<file path="config.mk">
export PLATFORM = sky130hd
export DESIGN_NAME = uart_irq_ctrl
export DESIGN_NICKNAME = d
export VERILOG_FILES = /design/src/rtl/uirq_pkg.sv /design/src/rtl/uirq_regif.sv /design/src/rtl/uirq_mask_reg.sv /design/src/rtl/uirq_sticky_stat.sv /design/src/rtl/uirq_irq_out.sv /design/src/rtl/uart_irq_ctrl.sv
export SDC_FILE = /design/constraint.sdc
export NUM_CORES = 1
export LEC_CHECK = 0
export ABC_AREA = 1
export BUFFER_PORTS_ARGS = -buffer_cell sky130_fd_sc_hd__buf_2
export CORE_UTILIZATION = 49
export CTS_CLUSTER_SIZE = 14
export DETAILED_ROUTE_END_ITERATION = 6
export GPL_TIMING_DRIVEN = 1
export PLACE_DENSITY = 0.95
export SLEW_MARGIN = 0
export SYNTH_ARGS = -nofsm -noshare
export SYNTH_HDL_FRONTEND = slang
export SYNTH_SLANG_ARGS = --single-unit
</file>
<file path="constraint.sdc">
create_clock -name clk -period 2.8 [get_ports clk]
set_input_delay 0.42 -clock clk [delete_from_list [all_inputs] [get_ports clk]]
set_output_delay 0.42 -clock clk [all_outputs]
set_load 0.005 [all_outputs]
</file>
<file path="src/rtl/uirq_pkg.sv">
package uirq_pkg;

   // Source index assignment; status and mask bit i belong to source i.
   typedef enum int unsigned {
      SRC_RX_TRIG    = 0,
      SRC_RX_EMPTY   = 1,
      SRC_RX_FULL    = 2,
      SRC_TX_EMPTY   = 3,
      SRC_TX_FULL    = 4,
      SRC_RX_OVF     = 5,
      SRC_FRAME_ERR  = 6,
      SRC_PARITY_ERR = 7,
      SRC_RX_TMO     = 8,
      SRC_MODEM_CHG  = 9,
      SRC_TX_TRIG    = 10,
      SRC_TX_NFULL   = 11,
      SRC_TX_OVF     = 12
   } uirq_src_e;

   localparam int unsigned UIRQ_NUM_SRC  = 13;
   localparam int unsigned UIRQ_DATA_W   = 32;
   localparam int unsigned UIRQ_ADDR_W   = 8;

   localparam int unsigned UIRQ_OFS_SET  = 'h08;
   localparam int unsigned UIRQ_OFS_CLR  = 'h0C;
   localparam int unsigned UIRQ_OFS_MASK = 'h10;
   localparam int unsigned UIRQ_OFS_STAT = 'h14;

   // Decoded write actions handed from the register interface to storage.
   typedef struct packed {
      logic set_mask;
      logic clr_mask;
      logic clr_stat;
   } uirq_wr_t;

endpackage

</file>
<file path="src/rtl/uirq_regif.sv">
module uirq_regif #(
   parameter int unsigned NUM_SRC  = uirq_pkg::UIRQ_NUM_SRC,
   parameter int unsigned DATA_W   = uirq_pkg::UIRQ_DATA_W,
   parameter int unsigned ADDR_W   = uirq_pkg::UIRQ_ADDR_W,
   parameter int unsigned OFS_SET  = uirq_pkg::UIRQ_OFS_SET,
   parameter int unsigned OFS_CLR  = uirq_pkg::UIRQ_OFS_CLR,
   parameter int unsigned OFS_MASK = uirq_pkg::UIRQ_OFS_MASK,
   parameter int unsigned OFS_STAT = uirq_pkg::UIRQ_OFS_STAT
) (
   input  logic                 wr_en,
   input  logic [ADDR_W-1:0]    addr,
   input  logic [DATA_W-1:0]    wdata,
   input  logic [NUM_SRC-1:0]   mask_q,
   input  logic [NUM_SRC-1:0]   stat_q,
   output uirq_pkg::uirq_wr_t   wr_act,
   output logic [NUM_SRC-1:0]   wr_bits,
   output logic [DATA_W-1:0]    rdata
);
   localparam logic [ADDR_W-1:0] A_SET  = OFS_SET[ADDR_W-1:0];
   localparam logic [ADDR_W-1:0] A_CLR  = OFS_CLR[ADDR_W-1:0];
   localparam logic [ADDR_W-1:0] A_MASK = OFS_MASK[ADDR_W-1:0];
   localparam logic [ADDR_W-1:0] A_STAT = OFS_STAT[ADDR_W-1:0];
   localparam int unsigned       PAD_W  = DATA_W - NUM_SRC;

   logic [NUM_SRC-1:0] rd_sel;

   assign wr_bits = wdata[NUM_SRC-1:0];

   always_comb begin
      wr_act          = '0;
      wr_act.set_mask = wr_en && (addr == A_SET);
      wr_act.clr_mask = wr_en && (addr == A_CLR);
      wr_act.clr_stat = wr_en && (addr == A_STAT);
   end

   always_comb begin
      if (addr == A_MASK)      rd_sel = mask_q;
      else if (addr == A_STAT) rd_sel = stat_q;
      else                     rd_sel = '0;
   end

   generate
      if (PAD_W > 0) begin : g_pad
         logic unused_wr_hi;
         assign unused_wr_hi = |wdata[DATA_W-1:NUM_SRC];
         assign rdata        = {{PAD_W{1'b0}}, rd_sel};
      end else begin : g_full
         assign rdata = rd_sel;
      end
   endgenerate

endmodule

</file>
<file path="src/rtl/uirq_mask_reg.sv">
module uirq_mask_reg #(
   parameter int unsigned NUM_SRC = uirq_pkg::UIRQ_NUM_SRC
) (
   input  logic               clk,
   input  logic               rst_n,
   input  logic               set_en,
   input  logic               clr_en,
   input  logic [NUM_SRC-1:0] bits,
   output logic [NUM_SRC-1:0] mask_q
);
   logic [NUM_SRC-1:0] set_v;
   logic [NUM_SRC-1:0] clr_v;

   assign set_v = set_en ? bits : '0;
   assign clr_v = clr_en ? bits : '0;

   always_ff @(posedge clk or negedge rst_n) begin
      if (!rst_n) mask_q <= '0;
      else        mask_q <= (mask_q & ~clr_v) | set_v;
   end

endmodule

</file>
<file path="src/rtl/uirq_sticky_stat.sv">
module uirq_sticky_stat #(
   parameter int unsigned NUM_SRC = uirq_pkg::UIRQ_NUM_SRC
) (
   input  logic               clk,
   input  logic               rst_n,
   input  logic [NUM_SRC-1:0] evt,
   input  logic               w1c_en,
   input  logic [NUM_SRC-1:0] bits,
   output logic [NUM_SRC-1:0] stat_q
);
   genvar gi;
   generate
      for (gi = 0; gi < NUM_SRC; gi++) begin : g_bit
         logic drop;
         assign drop = w1c_en && bits[gi];
         // A new event outranks a clear in the same cycle.
         always_ff @(posedge clk or negedge rst_n) begin
            if (!rst_n)       stat_q[gi] <= 1'b0;
            else if (evt[gi]) stat_q[gi] <= 1'b1;
            else if (drop)    stat_q[gi] <= 1'b0;
         end
      end
   endgenerate

endmodule

</file>
<file path="src/rtl/uirq_irq_out.sv">
module uirq_irq_out #(
   parameter int unsigned NUM_SRC = uirq_pkg::UIRQ_NUM_SRC,
   parameter bit          IRQ_REG = 1'b1
) (
   input  logic               clk,
   input  logic               rst_n,
   input  logic [NUM_SRC-1:0] mask_q,
   input  logic [NUM_SRC-1:0] stat_q,
   output logic               irq
);
   logic pend;
   assign pend = |(mask_q & stat_q);

   generate
      if (IRQ_REG) begin : g_reg
         always_ff @(posedge clk or negedge rst_n) begin
            if (!rst_n) irq <= 1'b0;
            else        irq <= pend;
         end
      end else begin : g_comb
         logic unused_clk;
         assign unused_clk = clk ^ rst_n;
         assign irq        = pend;
      end
   endgenerate

endmodule

</file>
<file path="src/rtl/uart_irq_ctrl.sv">
module uart_irq_ctrl #(
   parameter int unsigned NUM_SRC  = uirq_pkg::UIRQ_NUM_SRC,
   parameter int unsigned DATA_W   = uirq_pkg::UIRQ_DATA_W,
   parameter int unsigned ADDR_W   = uirq_pkg::UIRQ_ADDR_W,
   parameter int unsigned OFS_SET  = uirq_pkg::UIRQ_OFS_SET,
   parameter int unsigned OFS_CLR  = uirq_pkg::UIRQ_OFS_CLR,
   parameter int unsigned OFS_MASK = uirq_pkg::UIRQ_OFS_MASK,
   parameter int unsigned OFS_STAT = uirq_pkg::UIRQ_OFS_STAT,
   parameter bit          IRQ_REG  = 1'b1
) (
   input  logic               clk,
   input  logic               rst_n,
   input  logic [12:0]        evt_i,
   input  logic               wr_en,
   input  logic [7:0]         addr,
   input  logic [31:0]        wdata,
   output logic [31:0]        rdata,
   output logic               irq_o
);
   // Elaboration-time parameter checks.
   if (NUM_SRC != 13 || DATA_W != 32 || ADDR_W != 8) begin : g_bad_width
      $error("uart_irq_ctrl: port widths fixed at 13/32/8");
   end
   if (NUM_SRC > DATA_W) begin : g_bad_src
      $error("uart_irq_ctrl: NUM_SRC exceeds DATA_W");
   end
   if ((OFS_SET % 4) != 0 || (OFS_CLR % 4) != 0 ||
       (OFS_MASK % 4) != 0 || (OFS_STAT % 4) != 0) begin : g_bad_align
      $error("uart_irq_ctrl: offsets must be word aligned");
   end
   if (OFS_SET == OFS_CLR || OFS_SET == OFS_MASK || OFS_SET == OFS_STAT ||
       OFS_CLR == OFS_MASK || OFS_CLR == OFS_STAT ||
       OFS_MASK == OFS_STAT) begin : g_bad_map
      $error("uart_irq_ctrl: offsets must be distinct");
   end
   if (OFS_STAT >= (1 << ADDR_W)) begin : g_bad_range
      $error("uart_irq_ctrl: offset outside address space");
   end

   uirq_pkg::uirq_wr_t wr_act;
   logic [NUM_SRC-1:0] wr_bits;
   logic [NUM_SRC-1:0] mask_q;
   logic [NUM_SRC-1:0] stat_q;

   uirq_regif #(
      .NUM_SRC (NUM_SRC),  .DATA_W (DATA_W),   .ADDR_W (ADDR_W),
      .OFS_SET (OFS_SET),  .OFS_CLR (OFS_CLR),
      .OFS_MASK(OFS_MASK), .OFS_STAT(OFS_STAT)
   ) regif_i (
      .wr_en  (wr_en),
      .addr   (addr),
      .wdata  (wdata),
      .mask_q (mask_q),
      .stat_q (stat_q),
      .wr_act (wr_act),
      .wr_bits(wr_bits),
      .rdata  (rdata)
   );

   uirq_mask_reg #(.NUM_SRC(NUM_SRC)) mask_i (
      .clk   (clk),
      .rst_n (rst_n),
      .set_en(wr_act.set_mask),
      .clr_en(wr_act.clr_mask),
      .bits  (wr_bits),
      .mask_q(mask_q)
   );

   uirq_sticky_stat #(.NUM_SRC(NUM_SRC)) stat_i (
      .clk   (clk),
      .rst_n (rst_n),
      .evt   (evt_i),
      .w1c_en(wr_act.clr_stat),
      .bits  (wr_bits),
      .stat_q(stat_q)
   );

   uirq_irq_out #(.NUM_SRC(NUM_SRC), .IRQ_REG(IRQ_REG)) irq_i (
      .clk   (clk),
      .rst_n (rst_n),
      .mask_q(mask_q),
      .stat_q(stat_q),
      .irq   (irq_o)
   );

endmodule

</file>
=== After elaboration in Yosys (flattened, before gate mapping) ===
Cells that the tools add are included.
Widths: inputs -> output; s select.

* Multiplexer cells: 30
* Reduce and logical (&&, ||, !) cells: 30
* Equality and inequality tests: 4
* Bitwise gates (word level): 4

{| class="wikitable"
|+ Operator list
! cell !! number
|-
| $mux 13 || 4
|-
| $and 13x13->13 || 2
|-
| $mux 1 || 26
|-
| $reduce_bool 2->1 || 13
|-
| $eq 8x4->1 const B || 2
|-
| $eq 8x5->1 const B || 2
|-
| $logic_and 1x1->1 || 16
|-
| $not 13->13 || 1
|-
| $or 13x13->13 || 1
|-
| $reduce_or 13->1 || 1
|}

* Register bits after elaboration: 27
* Word-level logic and storage cells: 83
* Input bits: 56
* Output and inout bits: 33

=== Depth between registers and ports, before layout ===
Gate-level depths: netlist of the first run.

* Depth after elaboration: 6
* Depth in mapped cells: 7
* Depth with buffers taken out: 6

=== Hierarchy ===
Synthesis of the first run repeated with hierarchy kept, for this count alone.

* Cells, all modules: 261
* Area, all modules: 1791.7 µm²

{| class="wikitable"
|+ Modules (own cells, without submodules)
! module !! area an instance (µm²) !! cells an instance !! times used
|-
| uirq_regif || 584.3 || 99 || 1
|-
| uirq_mask_reg || 539.3 || 67 || 1
|-
| uirq_sticky_stat || 531.8 || 66 || 1
|-
| uirq_irq_out || 136.4 || 29 || 1
|}

=== Least setup slack after synthesis of the first run ===
Ideal clock, no wire load.

* Path type: input port to output port
* From: in addr[6]
* To: out rdata[10]
* Stages on the path: 6
* Path buffers: 1
* Data arrival time: 1.146 ns
* Path slack: 1.234 ns
* Required time: 2.380 ns
* Cells stage by stage: inv_1 -> nand2_2 -> nor2_4 -> nand3_1 -> buf_2 -> o21ai_2

* Longest elaborated chain between the ends: 3
* Elaborated cells on any way between the ends: 4
* Those cells by class: eq/ne (2); mux (2)

{| class="wikitable"
|+ Ends and longest elaborated chain
! element !! line !! source
|-
| start: declaration || uart_irq_ctrl.sv:15 || <nowiki>input logic [7:0] addr,</nowiki>
|-
| $eq 8x5->1 || uirq_regif.sv:38 || <nowiki>else if (addr == A_STAT) rd_sel = stat_q;</nowiki>
|-
| $mux 13 || uirq_regif.sv:38 ||
|-
| $mux 13 (*) || uirq_regif.sv:37 || <nowiki>if (addr == A_MASK) rd_sel = mask_q;</nowiki>
|-
| end: declaration || uart_irq_ctrl.sv:17 || <nowiki>output logic [31:0] rdata,</nowiki>
|}

Mark *: on every way between the ends. The rest lies on a longest branch, timed or not.

=== Worst setup path after layout of the first run ===
* From: in addr[5]
* To: out rdata[12]

The elaborated chain is that of the path after synthesis.

==> results of run 1 <==
cell type report:
type / instances / area [sq um]
fill: 316 / 1400
multi-input combinational: 169 / 833
sequential: 27 / 676
timing repair buffer: 53 / 273
inverter: 33 / 124
tap: 46 / 57.6
clock buffer: 3 / 22.5
clock inverter: 1 / 5.00
cells in the mapped netlist, types with 2 or more instances:
cell,instances
and2_4,2
buf_2,3
buf_4,20
buf_6,3
dfrtp_1,27
inv_1,31
inv_2,2
nand2_1,83
nand2_2,13
nand3_1,14
nand4_1,16
nor2_1,2
nor2_4,3
o21ai_1,3
o21ai_2,10
path summary, 6_finish.rpt:
kind / startpoint / end / slack, ns / depth (start not counted)
min in group clk: evt_i[9] / stat_i.stat_q[9] / 0.24 / 3
hold / removal: rst_n / stat_i.stat_q[4] / 0.05 / 1
setup / recovery: addr[5] / rdata[12] / 0.89 / 8
hold reg to reg: mask_i.mask_q[3] / mask_i.mask_q[3] / 0.52 / 2
setup reg to reg: stat_i.stat_q[8] / irq_i.irq / 1.86 / 4
max in group asynchronous: rst_n / mask_i.mask_q[0] / 2.35 / 1
critical path, stage by stage:
cell and delay, ns:
buf_2 0.10, inv_1 0.04, nand2_1 0.07, nor2_4 0.20, and2_4 0.32, nand2_1 0.08
o21ai_1 0.10, buf_2 0.14
cells by family (layout without fill, tap and decap cells):
family,after synthesis,count (layout),share of synthesized area
buf+inv,60,90,0.185
simple gates,136,136,0.370
compound gates,14,14,0.0609
other cells,1,19,0.00212
flops,27,27,0.382
placed cells by master, fill, tap and decap left out, types with 10 or more instances in the layout:
cell type  Yosys  final
nand2_1       83     83
buf_2          3     50
inv_1         31     31
dfrtp_1       27     27
conb_1         1     19
nand4_1       16     16
nand3_1       14     14
nand2_2       13     13
o21ai_2       10     10
metrics by stage:
step                utilization  worst slack [ns]  area [sq um]  total power [W]  instances
finish                    0.587             0.894          1990         0.000695        332
global route              0.587             0.787          1990         0.000725        332
CTS                       0.587             0.910          1990         0.000696        332
detailed placement        0.579             0.912          1960         0.000526        328
global placement          0.579             0.930          1960         0.000522        328
floorplan                     -              1.23          1840         0.000490        256
flip-flops by register name, indices dropped and copies added, names as in the netlist:
register,count
stat_i.stat_q,13
mask_i.mask_q,13
irq_i.irq,1
layer usage:
layer,track usage,up-vias,share of wire
met4,0.0667,0,0.0076
met1,0.252,740,0.38
met5,0,-,0
met2,0.418,73,0.53
met3,0.0311,3,0.077
li1,-,800,-
power by group through the flow:
stage / Clock, W / Combinational (W) / Sequential [W]
final: 0.000175 / 0.000106 / 0.000414
after global routing: 0.000186 / 0.000124 / 0.000415
after CTS: 0.000176 / 0.000106 / 0.000413
after detailed placement: 0 / 0.000106 / 0.000421
after global placement: 0 / 0.000102 / 0.000420
after floorplan: 0 / 0.0000713 / 0.000419
==> flow_metrics.env, run 1 <==
export IMPL_status="completed"
export IMPL_ys_warn_count=0
export IMPL_power_frac_comb=0.152
export IMPL_drtIter0Drc=117
export IMPL_ys_flop_type="dfrtp_1"
export IMPL_cts_htree_levels=1
export IMPL_grt_usage=0.220
export IMPL_synth_area_sq_um=1770
export IMPL_postCtsSetupBuffers=0
export IMPL_ys_ff_latch=27
export IMPL_slew_viol_final=0
export IMPL_n_antenna_cell=0
export IMPL_dieHeight_um=62.1
export IMPL_die_area_sq_um=3850
export IMPL_finalCriticalPeriod_ns=1.91
export IMPL_areaGrowthSynthToFinish_pct=12.6
export IMPL_grt_pass1_wl_mm=6.27
export IMPL_ctsRootBufferMaster="clkbuf_4"
export IMPL_hold_viol=0
export IMPL_clock_sinks=27
export IMPL_clockPowerShare=0.252
export IMPL_via_count=1616
export IMPL_postSynthCellCount=238
export IMPL_switchingPower_w=0.000197
export IMPL_coreArea_sq_um=3390
export IMPL_period_share=0.681
export IMPL_antenna_left=0
export IMPL_cts_resized=0
export IMPL_first_pass_iters=4
export IMPL_cp_end_kind="output pin"
export IMPL_tns_ns=0
export IMPL_synth_edf_count=0
export IMPL_ctsHoldBuffers=0
export IMPL_portBuffers=50
export IMPL_yosysSeqAreaShare=0.382
export IMPL_route_detailed_drc=0
export IMPL_switching_share=0.283
export IMPL_initial_core_util=0.522
export IMPL_vias_per_cell=4.87
export IMPL_grt_max_degree=28
export IMPL_tightestPinTransition_ns=0.587
export IMPL_p_int_w=0.000498
export IMPL_finalSetupViolCount=0
export IMPL_fmax_ghz=0.525
export IMPL_overflow=0
export IMPL_hold_path_class="in -> async"
export IMPL_cap_viol_max_count=0
export IMPL_place_congestion=0.827
export IMPL_ys_async_sr_fraction=1.00
export IMPL_power_frac_seq=0.595
export IMPL_grt_pass1_vias=1536
export IMPL_die_x_um=62.1
export IMPL_critPathKind="in -> out"
export IMPL_synth_area_leader_cell="dfrtp_1"
export IMPL_drt_wl_total_mm=3.80
export IMPL_cts_clk_slew_worst_paths_ns=0.15
export IMPL_worst_skew_pair_late_latency_ns=0.34
export IMPL_ios=89
export IMPL_hpwl_mm=2.77
export IMPL_p_per_area_nw_per_um2=349
export IMPL_syn_area_per_cell_sq_um=7.43
export IMPL_ir_drop_mv=0.181
export IMPL_fin_nets=343
export IMPL_cts_tree="done"
export IMPL_yosysTopAreaCellShare=0.382
export IMPL_wl_per_cell_um=11.4
export IMPL_finClkSkew_ns=0.00981
export IMPL_cts_buffers=3
export IMPL_antenna_found_initial=0
export IMPL_clockBufferDepth=2
export IMPL_start_kind="input port"
export IMPL_layout_drive_gt1_share=0.311
export IMPL_crit_arrival_ns=1.49
export IMPL_synthDistinctLibCells=21
export IMPL_cp_max_fo=13
export IMPL_std_cell_rows=21
export IMPL_rsz0062_at_grt="no"
export IMPL_cp_required_ns=2.38
export IMPL_synth_area_leaders="dfrtp_1 38%, nand2_1 18%, buf_4 8.5%"
export IMPL_holdWs_ns=0.0523
export IMPL_slew_headroom=0.608
export IMPL_p_leak_nw=1.06
Note: power is estimated with default switching activity, not from simulation.
==> run 2, diff against run 1 <==
- CORE_UTILIZATION: 49 -> 41
- PLACE_DENSITY: 0.95 -> 0.88
- clock period: 2.8 -> 1.7 ns (I/O delays scaled with it)
==> run 2 against run 1 <==
Compared with the run above:
- the flow now finishes with violations (negative hold slack)
- clock skew down 0.0027 ns
- clock power up 100%
- power rose by 75%
- setup slack got worse by 0.75 ns
- clock-buffer cell count stayed put
- wire length rose by 6.5%
- via count down 0.93%
- sequential share of layout area decreased by 1.0 points
- largest power group unchanged
==> flow_metrics.env, run 2 (synthesized netlist as in run 1, its figures left out) <==
export IMPL_cap_viol_max_count=0
export IMPL_finalCriticalPeriod_ns=1.55
export IMPL_initial_core_util=0.436
export IMPL_cp_required_ns=1.44
export IMPL_ff_latch_area_sq_um=676
export IMPL_rrSetupSlack_ns=0.73
export IMPL_tns_ns=0
export IMPL_finalSetupViolCount=0
export IMPL_final_util=0.506
export IMPL_antenna_left=0
export IMPL_grt_max_degree=28
export IMPL_drt_wl_total_mm=4.04
export IMPL_p_per_area_nw_per_um2=593
export IMPL_route_detailed_drc=0
export IMPL_cpPeakStageDelay_ns=0.23
export IMPL_hold_path_class="in -> async"
export IMPL_final_common_cell="nand2_1"
export IMPL_worstPathCellList="buf_2 -> inv_1 -> nand2_1 -> nor2_4 -> nand3_1 -> buf_4 -> o21ai_2 -> buf_2"
export IMPL_slew_viol_final=0
export IMPL_ff2ff_path_depth=4
export IMPL_crit_arrival_ns=1.30
export IMPL_cts_tree="done"
export IMPL_violations="negative hold slack"
export IMPL_antenna_found_initial=0
export IMPL_grt_usage=0.181
export IMPL_overflow=0
export IMPL_finClkSkew_ns=0.00710
export IMPL_die_x_um=67.7
export IMPL_drtIter0Drc=89
export IMPL_std_cell_rows=23
export IMPL_critPathKind="in -> out"
export IMPL_cts_resized=0
export IMPL_slew_headroom=0.597
export IMPL_clockBufferDepth=2
export IMPL_vias_per_cell=4.70
export IMPL_top_regs="mask_i.mask_q x13, stat_i.stat_q x13, irq_i.irq x1"
export IMPL_place_ws_ns=0.137
export IMPL_placed_cells=337
export IMPL_die_area_sq_um=4580
export IMPL_ir_drop_mv=0.325
export IMPL_period_share=0.914
export IMPL_slowest_stage="buf_4"
export IMPL_cp_max_fo=6
export IMPL_clock_sinks=27
export IMPL_hpwl_mm=3.04
export IMPL_tightestPinTransition_ns=0.605
export IMPL_n_antenna_cell=0
export IMPL_fmax_ghz=0.644
export IMPL_ios=89
export IMPL_rsz0062_at_grt="no"
export IMPL_final_cells=341
export IMPL_cp_end_kind="output pin"
export IMPL_ctsRootBufferMaster="clkbuf_8"
export IMPL_worst_slack_ns=0.147
export IMPL_postCtsSetupBuffers=0
export IMPL_grt_pass1_vias=1482
export IMPL_dieHeight_um=67.7
export IMPL_worst_skew_pair_late_latency_ns=0.27
export IMPL_p_leak_nw=1.09
export IMPL_cts_htree_levels=1
export IMPL_crit_top_cell="buf_2"
export IMPL_holdWs_ns=-0.0125
export IMPL_portBuffers=50
export IMPL_grt_pass1_wl_mm=6.29
export IMPL_hold_viol=27
export IMPL_r2r_end="irq_i.irq"
export IMPL_nFillCells=406
export IMPL_start_kind="input port"
export IMPL_wl_per_cell_um=11.9
export IMPL_cts_clk_slew_worst_paths_ns=0.09
export IMPL_ctsHoldBuffers=0
export IMPL_layout_drive_gt1_share=0.323
export IMPL_final_cell_mix="83 x nand2_1, 50 x buf_2, 31 x inv_1, 27 x dfrtp_1, 19 x conb_1"
export IMPL_multiInputGateArea_sq_um=833
export IMPL_via_count=1601
export IMPL_status="complete, but fails checks"
export IMPL_areaGrowthSynthToFinish_pct=16.1
export IMPL_fin_nets=348
export IMPL_first_pass_iters=5
export IMPL_cts_buffers=3
export IMPL_place_congestion=0.772
export IMPL_critPathLaunch="addr[5]"
export IMPL_r2r_start="stat_i.stat_q[10]"
export IMPL_coreArea_sq_um=4060
export IMPL_crit_end="rdata[3]"
run 2: cell types whose count changed in the layout (fill, tap and decap cells not counted), sizes merged:
cell  before  now
buf       53   58
run 2: worst max-delay path, delay by kind of cell:
kind / cells / cell delay (ns)
buffers and inverters: 4 / 0.50
AOI/OAI and AO/OA: 1 / 0.13
and+or+nand+nor: 3 / 0.40
run 2: how the worst min path moves through the flow:
stage,from,end,depth (start not counted)
after global routing,rst_n,mask_i.mask_q[6],1
after floorplan,rst_n,irq_i.irq,0
after CTS,rst_n,mask_i.mask_q[4],1
after global placement,rst_n,stat_i.stat_q[5],1
after detailed placement,rst_n,stat_i.stat_q[7],1
final,rst_n,mask_i.mask_q[4],1
run 2: cell type report:
type,count,share of cell area
clock buffers,3,0.0201
clock inverters,1,0.00244
inverters,33,0.0604
multi-input cells,169,0.406
flip-flops and latches,27,0.329
well taps,50,0.0305
repair buffers,58,0.151
run 2: stage by stage:
stage	cell area, sq um	power (W)
final	2050	0.00122
after detailed placement	2010	0.000871
after CTS	2050	0.00123
after floorplan	1840	0.000807
after global routing	2050	0.00128
after global placement	2010	0.000864
run 2: layer usage:
metal | GRT usage | up-vias | part of all wire
met4 | 0.0638 | 0 | 0.013
li1 | - | 805 | -
met3 | 0.0321 | 6 | 0.063
met2 | 0.325 | 57 | 0.51
met1 | 0.213 | 733 | 0.41
met5 | 0 | - | 0
run 2: power by group:
part           switching [W]  leakage, nW  internal, W  total [W]
Combinational       0.000111        0.760    0.0000693   0.000180
Sequential         0.0000156        0.305     0.000665   0.000681
Clock               0.000192       0.0255     0.000164   0.000355
Total               0.000318         1.09     0.000898    0.00122
